==> src/rtl/dpwm_pkg.sv <==
package dpwm_pkg;
  localparam int unsigned LANES   = 3;
  localparam int unsigned L_MAIN  = 0;
  localparam int unsigned L_FINEP = 1;
  localparam int unsigned L_FINEN = 2;

  typedef enum logic {
    RAMP_DOWN = 1'b0,
    RAMP_UP   = 1'b1
  } ramp_dir_e;
endpackage

==> src/rtl/dpwm_tri_counter.sv <==
module dpwm_tri_counter
  import dpwm_pkg::*;
#(
  parameter int unsigned CNT_W   = 6,
  parameter int unsigned RST_CNT = 8
) (
  input  logic             clk,
  input  logic             rst_n,
  input  logic             turn_i,
  output logic [CNT_W-1:0] cnt_o,
  output ramp_dir_e        dir_o,
  output logic             osc_rst_o
);
  localparam logic [CNT_W-1:0] TOP      = {CNT_W{1'b1}};
  localparam logic [CNT_W-1:0] ONE      = {{(CNT_W-1){1'b0}}, 1'b1};
  localparam logic [CNT_W-1:0] RST_FROM = TOP - CNT_W'(RST_CNT) + ONE;

  logic [CNT_W-1:0] cnt_q, cnt_d;
  ramp_dir_e        dir_q, dir_d;

  always_comb begin
    cnt_d = cnt_q;
    dir_d = dir_q;
    if (turn_i) begin
      dir_d = (dir_q == RAMP_UP) ? RAMP_DOWN : RAMP_UP;
      cnt_d = (dir_q == RAMP_UP) ? TOP : '0;
    end else if (dir_q == RAMP_UP && cnt_q != TOP) begin
      cnt_d = cnt_q + ONE;
    end else if (dir_q == RAMP_DOWN && cnt_q != '0) begin
      cnt_d = cnt_q - ONE;
    end
  end

  always_ff @(posedge clk or negedge rst_n) begin
    if (!rst_n) begin
      cnt_q <= '0;
      dir_q <= RAMP_DOWN;
    end else begin
      cnt_q <= cnt_d;
      dir_q <= dir_d;
    end
  end

  assign cnt_o     = cnt_q;
  assign dir_o     = dir_q;
  assign osc_rst_o = (dir_q == RAMP_UP) && (cnt_q >= RST_FROM);


  ramp_step_up_chk: assert property (@(posedge clk) disable iff (!rst_n)
    (!turn_i && dir_q == RAMP_UP && cnt_q != TOP) |=> (cnt_q == $past(cnt_q) + ONE));


  ramp_step_dn_chk: assert property (@(posedge clk) disable iff (!rst_n)
    (!turn_i && dir_q == RAMP_DOWN && cnt_q != '0) |=> (cnt_q == $past(cnt_q) - ONE));


  turn_flip_chk: assert property (@(posedge clk) disable iff (!rst_n)
    turn_i |=> (dir_q != $past(dir_q)));


  end_hold_chk: assert property (@(posedge clk) disable iff (!rst_n)
    (!turn_i && ((dir_q == RAMP_UP && cnt_q == TOP) || (dir_q == RAMP_DOWN && cnt_q == '0)))
    |=> $stable(cnt_q));
endmodule

==> src/rtl/dpwm_code_map.sv <==
module dpwm_code_map #(
  parameter int unsigned CODE_W   = 6,
  parameter int unsigned DUTY_LIM = 44
) (
  input  logic [CODE_W-1:0] msb_i,
  input  logic [CODE_W-1:0] lsb_i,
  output logic [CODE_W-1:0] main_o,
  output logic [CODE_W-1:0] fine_p_o,
  output logic [CODE_W-1:0] fine_n_o,
  output logic              clip_o
);
  localparam logic [CODE_W-1:0] LIM = CODE_W'(DUTY_LIM);
  localparam logic [CODE_W-1:0] TOP = {CODE_W{1'b1}};

  logic [CODE_W-1:0] main_off, fine_off;

  always_comb begin
    // offset binary: invert the sign bit
    main_off = {~msb_i[CODE_W-1], msb_i[CODE_W-2:0]};
    fine_off = {~lsb_i[CODE_W-1], lsb_i[CODE_W-2:0]};
    clip_o   = (main_off > LIM);
    main_o   = clip_o ? LIM : main_off;
    fine_p_o = fine_off;
    // level of the negated code is 2^W - level, saturating at the top
    fine_n_o = (fine_off == '0) ? TOP : (~fine_off + 1'b1);
  end
endmodule

==> src/rtl/dpwm_cmp_lane.sv <==
module dpwm_cmp_lane #(
  parameter int unsigned CNT_W = 6
) (
  input  logic             clk,
  input  logic             rst_n,
  input  logic             ld_i,
  input  logic [CNT_W-1:0] val_i,
  input  logic [CNT_W-1:0] cnt_i,
  output logic             pwm_o,
  output logic [CNT_W-1:0] val_o
);
  logic [CNT_W-1:0] val_q, val_d;

  always_comb begin
    val_d = val_q;
    if (ld_i) val_d = val_i;
  end

  always_ff @(posedge clk or negedge rst_n) begin
    if (!rst_n) val_q <= '0;
    else        val_q <= val_d;
  end

  assign pwm_o = (cnt_i < val_q);
  assign val_o = val_q;


  lane_hold_chk: assert property (@(posedge clk) disable iff (!rst_n)
    !ld_i |=> $stable(val_q));
endmodule

==> src/rtl/double_edge_pwm.sv <==
module double_edge_pwm
  import dpwm_pkg::*;
#(
  parameter int unsigned CODE_W   = 6,
  parameter int unsigned DUTY_LIM = 44,
  parameter int unsigned RST_CNT  = 8
) (
  input  logic              clk,
  input  logic              rst_n,
  input  logic              smp_stb,
  input  logic [CODE_W-1:0] msb_code,
  input  logic [CODE_W-1:0] lsb_code,
  output logic              pwm_main_o,
  output logic              pwm_fine_p_o,
  output logic              pwm_fine_n_o,
  output logic              osc_rst_o,
  output logic              clip_o
);
  localparam logic [CODE_W-1:0] LIM = CODE_W'(DUTY_LIM);

  logic [1:0]        sync_q;
  logic              rst_s;
  logic [CODE_W-1:0] cnt;
  ramp_dir_e         dir;
  logic [CODE_W-1:0] lvl   [LANES];
  logic [CODE_W-1:0] held  [LANES];
  logic [LANES-1:0]  pwm;
  logic              clip_d, clip_q, clip_nx;

  always_ff @(posedge clk or negedge rst_n) begin
    if (!rst_n) sync_q <= 2'b00;
    else        sync_q <= {sync_q[0], 1'b1};
  end
  assign rst_s = sync_q[1];

  dpwm_tri_counter #(.CNT_W(CODE_W), .RST_CNT(RST_CNT)) tri_i (
    .clk       (clk),
    .rst_n     (rst_s),
    .turn_i    (smp_stb),
    .cnt_o     (cnt),
    .dir_o     (dir),
    .osc_rst_o (osc_rst_o)
  );

  dpwm_code_map #(.CODE_W(CODE_W), .DUTY_LIM(DUTY_LIM)) map_i (
    .msb_i    (msb_code),
    .lsb_i    (lsb_code),
    .main_o   (lvl[L_MAIN]),
    .fine_p_o (lvl[L_FINEP]),
    .fine_n_o (lvl[L_FINEN]),
    .clip_o   (clip_d)
  );

  for (genvar g = 0; g < LANES; g++) begin : g_lane
    dpwm_cmp_lane #(.CNT_W(CODE_W)) lane_i (
      .clk   (clk),
      .rst_n (rst_s),
      .ld_i  (smp_stb),
      .val_i (lvl[g]),
      .cnt_i (cnt),
      .pwm_o (pwm[g]),
      .val_o (held[g])
    );
  end

  always_comb begin
    clip_nx = clip_q;
    if (smp_stb) clip_nx = clip_d;
  end

  always_ff @(posedge clk or negedge rst_s) begin
    if (!rst_s) clip_q <= 1'b0;
    else        clip_q <= clip_nx;
  end

  assign pwm_main_o   = pwm[L_MAIN];
  assign pwm_fine_p_o = pwm[L_FINEP];
  assign pwm_fine_n_o = pwm[L_FINEN];
  assign clip_o       = clip_q;


  osc_gap_chk: assert property (@(posedge clk) disable iff (!rst_s)
    osc_rst_o |-> !pwm_main_o);


  osc_up_only_chk: assert property (@(posedge clk) disable iff (!rst_s)
    osc_rst_o |-> (dir == RAMP_UP));


  main_limit_chk: assert property (@(posedge clk) disable iff (!rst_s)
    (cnt >= LIM) |-> !pwm_main_o);


  clip_level_chk: assert property (@(posedge clk) disable iff (!rst_s)
    clip_q |-> (held[L_MAIN] == LIM));


  fine_pair_chk: assert property (@(posedge clk) disable iff (!rst_s)
    (held[L_FINEP] != '0) |-> ((held[L_FINEP] + held[L_FINEN]) == '0));
endmodule

==> config.mk <==
export PLATFORM = sky130hd
export DESIGN_NAME = double_edge_pwm
export DESIGN_NICKNAME = d
export VERILOG_FILES = /design/src/rtl/dpwm_pkg.sv /design/src/rtl/dpwm_tri_counter.sv /design/src/rtl/dpwm_code_map.sv /design/src/rtl/dpwm_cmp_lane.sv /design/src/rtl/double_edge_pwm.sv
export SDC_FILE = /design/constraint.sdc
export NUM_CORES = 1
export LEC_CHECK = 0
export BUFFER_PORTS_ARGS = -buffer_cell sky130_fd_sc_hd__buf_4
export CORE_UTILIZATION = 55
export DETAILED_ROUTE_END_ITERATION = 7
export PLACE_DENSITY = 0.76
export SETUP_SLACK_MARGIN = 0.3
export SKIP_CTS_REPAIR_TIMING = 1
export SLEW_MARGIN = 20
export SYNTH_ARGS = -nofsm -noshare
export SYNTH_HDL_FRONTEND = slang
export SYNTH_HIERARCHICAL = 1
export SYNTH_SLANG_ARGS = --single-unit
==> constraint.sdc <==
create_clock -name clk -period 1.7 [get_ports clk]
set_input_delay 0.085 -clock clk [delete_from_list [all_inputs] [get_ports clk]]
set_output_delay 0.085 -clock clk [all_outputs]
set_load 0.02 [all_outputs]
# ---- Yosys cells after proc, flatten, opt, wreduce, memory -nomap -nowiden
# Index checks and enable logic that the tools add are counted.
dict set report word_totals {
  regBits 28
  in_bits 15
  output_inout_bits 5
  wordCells 33
}
dict set report op_classes {
  n_addsub 3
  order_cmp 5
  eq_ne 1
  muxes 7
  n_bitwise 4
  reduce_logical 6
}
# cell n
set op_table {}
lappend op_table {{$mux W6} 6}
lappend op_table {{$lt A6 B6 Y1} 3}
lappend op_table {{$add A6 B1 Y6 const B} 2}
lappend op_table {{$ge A6 B6 Y1 const B} 1}
lappend op_table {{$gt A6 B6 Y1 const B} 1}
lappend op_table {{$logic_not A6 Y1} 1}
lappend op_table {{$ne A6 B6 Y1 const B} 1}
lappend op_table {{$not A6 Y6} 1}
lappend op_table {{$reduce_bool A6 Y1} 1}
lappend op_table {{$sub A6 B1 Y6 const B} 1}
lappend op_table {{$logic_and A1 B1 Y1} 3}
lappend op_table {{$not A1 Y1} 3}
lappend op_table {{$reduce_bool A3 Y1} 1}
lappend op_table {{$mux W1} 1}

# ---- Depth between registers and ports, before layout
dict set report logic_depth {
  depth_word 5
  mapped_depth 8
  mapped_depth_nobuf 8
}

# ---- Cells and area by module
# Netlist, hierarchy kept.
# mod instances cells_per_inst area_per_inst_um2 seq_area_each_um2
set by_module_without_submodules {}
lappend by_module_without_submodules {dpwm_cmp_lane 3 35 334.1 150.1}
lappend by_module_without_submodules {dpwm_tri_counter 1 51 510.5 175.2}
lappend by_module_without_submodules {dpwm_code_map 1 33 221.5 0.0}
lappend by_module_without_submodules {double_edge_pwm 1 5 93.8 75.1}

# ---- Least setup slack after synthesis
# Ideal clock, no wire load.
dict set report synth_path {
  path_type {flip-flop to flip-flop}
  from {register tri_i.cnt_q[5] (netlist: tri_i/cnt_o[5])}
  to {register tri_i.cnt_q[5] (netlist: tri_i/cnt_o[5])}
  setup_ns 0.125
  t_arrival_ns 2.251
  t_required_ns 1.575
  setup_slack_ns -0.676
  path_stages_with_launch 9
  n_path_buf 0
  period_less_slack_ns 2.376
  cell_sequence {dfrtp_1 and3_2 nand4_1 nand2_1 ha_1 o21ai_0 or4_1 nand4_1 mux2_4}
}
dict set report synth_via {
  elab_chain_len 4
  elab_cells_between_ends 10
  classes_between {add/sub: 2; eq/ne: 1; mux: 3; reduce/logical: 4}
}
# element line_no
set synth_rtl {}
lappend synth_rtl {{start: declaration} dpwm_tri_counter.sv:18} ;# logic [CNT_W-1:0] cnt_q, cnt_d;
lappend synth_rtl {{start signal: assignment} dpwm_tri_counter.sv:39} ;# cnt_q <= cnt_d;
lappend synth_rtl {{$sub A6 B1 Y6 / $ne A6 B6 Y1 (equally long branches)} {dpwm_tri_counter.sv:30, dpwm_tri_counter.sv:27}}
lappend synth_rtl {{$mux W6 / $logic_and A1 B1 Y1 (equally long branches)} {dpwm_tri_counter.sv:29, dpwm_tri_counter.sv:27}}
lappend synth_rtl {{$mux W6} dpwm_tri_counter.sv:27} ;# end else if (dir_q == RAMP_UP && cnt_q != TOP) begin
lappend synth_rtl {{$mux W6} dpwm_tri_counter.sv:24} ;# if (turn_i) begin
# Parallel ways exist; a longest one is shown, timed or not. The select of a mux whose other input is x is not followed.
# A chain may end at the register's enable or synchronous reset.

# ---- Final worst setup path
dict set report layout_path {
  from {register tri_i.cnt_q[3] (netlist: tri_i/cnt_o[3])}
  to {register tri_i.cnt_q[5] (netlist: tri_i/cnt_o[5])}
}
# The elaborated chain is that of the path after synthesis.

==> flow_metrics.tcl <==
set metrics [dict create \
    synth-main-ff-cell "dfrtp_1" \
    reg2reg_depth 8 \
    synth_area_leaders "dfrtp_1 38%, ha_1 14%, nand2_1 5.1%" \
    synth-seq-cells 28 \
    numCtsBuffers 3 \
    synth_nets 230 \
    port_buffers 19 \
    hold_violations 0 \
    final.setup.worst_slack_ps -574.7 \
    path_cells "and3_4 -> nand4_1 -> nand2_4 -> ha_4 -> nand2_1 -> or4_1 -> nand4_1 -> mux2_4" \
    rsz0062_at_grt "yes" \
    syn_to_final_growth_pct 30.53 \
    max_stage_delay_ps 510 \
    die_w_um 59.65 \
    cp_num_buf_inv 0 \
    cts_tree "done" \
    cp-start-kind "register" \
    drive_gt1_share_pct 33.76 \
    clk_pin_slew_worst_paths_ps 160 \
    cpMostUsedCell "nand4_1" \
    place_area_sq_um 2181 \
    drc_errors 0 \
    antenna_cells 0 \
    use_met1_pct 33.61 \
    grt_max_degree 33 \
    cp.required_ps 1930 \
    cts_htree_levels 1 \
    cts_root_buf "clkbuf_4" \
    wl_per_cell_um 15.51 \
    drt_iter0_drc 133 \
    yosysWarnings 6 \
    fin_crit_ps 2275 \
    num_vias 1562 \
    synth_area_per_cell_sq_um 9.423 \
    antenna_found_initial 0 \
    grt_pass1_wl_um 6817 \
    status "finished, violations left" \
    post-place-ws_ps -515.2 \
    io_pins 20 \
    die_area_sq_um 3558 \
    critPathKind "register to register" \
    failed_checks "negative setup slack" \
    core_region_area_sq_um 3103 \
    final_antenna_net_count 0 \
    fin_crit_sh_pct 133.8 \
    yosys-top-cells-count "28 x dfrtp_1, 25 x nand2_1, 21 x inv_1" \
    slowest_stage "or4_1" \
    clk_path_buf_depth 2 \
    ys_seq_area_share_pct 38.33 \
    synth.most_common_cell "dfrtp_1" \
    drv_cap 0 \
    rows 20 \
    hold_path_class "primary input to register" \
    grtUsageMet2_pct 44.76 \
    cp_top_family "simple AND/OR/NAND/NOR gates" \
    use_met3_pct 3.463 \
    synth-edff-count 0 \
    synth_cell_types 41 \
    power_density_nw_per_um2 1658 \
    peakVddDrop_v 0.001374 \
    synthArstFlopShare_pct 100.0 \
    worst_clock_skew_ps 9.812 \
    whs_ps 20.75 \
    fin_area_sq_um 2386 \
    die_h_um 59.65 \
    crit_fanout 5 \
    layout.nets 271 \
    leakage_nw 1.123 \
    wl_um 4312 \
    setup_violations 8 \
    synthesis.area_sq_um 1828 \
    grt_usage_pct 25.92 \
    cp.depth 8 \
    synth.largest_area_cell "dfrtp_1" \
    fmax_ghz 0.4396 \
    maxSlewViolCount 0 \
    end_kind "register" \
    holdPathStages 2 \
    dp_hpwl_um 3160 \
    vias_per_cell 5.619 \
    initial_utilization_pct 58.91 \
    insertion_delay_ps 330 \
    first_global_vias 1539 \
    syn_inst 194 \
    gp_congestion 0.8847 \
    gr-max-usage-layer "met2" \
    firstDrtPassIters 5 \
    numClockSinks 28 \
    globalRouteOverflowTotal 0 \
    arrival_ps 2510 \
    synth_top_area_share_pct 38.33 \
]
[layer usage]
layer,part of all wire [%],up-vias
li1,-,749
met1,44,762
met2,50,45
met3,4.5,6
met4,1.2,0
met5,0,-
[path summary, 6_finish.rpt]
check | slack (ps) | from | endpoint
min in group asynchronous | 40 | rst_n | sync_q[0]$_DFF_PN0_
hold / removal | 20 | smp_stb | tri_i/dir_o$_DFFE_PN0P_
max in group asynchronous | 1190 | sync_q[1]$_DFF_PN0_ | tri_i/cnt_o[5]$_DFFE_PN0P_
setup / recovery | -570 | tri_i/cnt_o[3]$_DFFE_PN0P_ | tri_i/cnt_o[5]$_DFFE_PN0P_
hold reg to reg | 240 | sync_q[1]$_DFF_PN0_ | g_lane[1].lane_i/val_o[5]$_DFFE_PN0P_
setup reg to reg | -570 | tri_i/cnt_o[3]$_DFFE_PN0P_ | tri_i/cnt_o[5]$_DFFE_PN0P_
[final cells by class]
type | instances | area (sq um)
Clock buffer | 3 | 22.52
Clock inverter | 1 | 30.03
Fill cell | 224 | 716.9
Inverter | 21 | 78.83
Multi-Input combinational cell | 136 | 1121
Sequential cell | 28 | 704.4
Tap cell | 44 | 55.05
Timing Repair Buffer | 45 | 374.1
[flip-flops by register name, summed over array words and instances (netlist names)]
signal	cells
g_lane.lane_i/val_o	18
tri_i/cnt_o	6
sync_q	2
clip_o	1
tri_i/dir_o	1
[kinds of logic (layout without fill, tap and decap cells)]
logic type                 Yosys count  after routing  share of synthesized area, %
and+or+nand+nor                     56             56                         17.11
AOI/OAI and AO/OA                   47             47                         15.67
buffers and inverters               30             70                         7.392
DFF                                 28             28                         38.33
adders and majority gates           21             21                         14.78
muxes                                7              7                         4.586
xor gates and xnor gates             4              4                         1.916
other                                1              1                        0.2051
[cells in the final DEF, fill, tap and decap left out, types with 2 or more instances in the layout]
cell,count
buf_4,36
dfrtp_1,25
nand2_1,24
inv_1,21
o21ai_0,16
a21oi_1,14
ha_1,13
ha_4,7
nand4_1,5
dlygate4sd3_1,5
nor2_1,5
nand2b_1,4
a21oi_2,4
clkbuf_4,3
o221a_2,3
mux2_2,3
xor2_1,3
buf_6,3
dfrtp_2,3
mux2_4,2
mux2i_1,2
or2_1,2
nor2b_1,2
a31oi_1,2
a21o_1,2
nor4_1,2
[per-stage QoR]
step	setup TNS (ps)	power [mW]	utilization, %	std cells
after floorplan	-1086	2.341	-	194
after global placement	-1027	3.030	70.28	267
after detailed placement	-1296	3.194	70.28	267
after CTS	-1991	3.647	71.98	271
after global routing	-2653	4.239	76.90	278
final	-2131	3.957	76.90	278
[report_power, final]
group          internal, mW  leakage (nW)  switching, mW
sequential            0.806         0.334         0.0777
combinational          1.35         0.761           1.28
clock                 0.239        0.0279          0.204
total                  2.40          1.12           1.56
(Power assumes the default switching activity.)
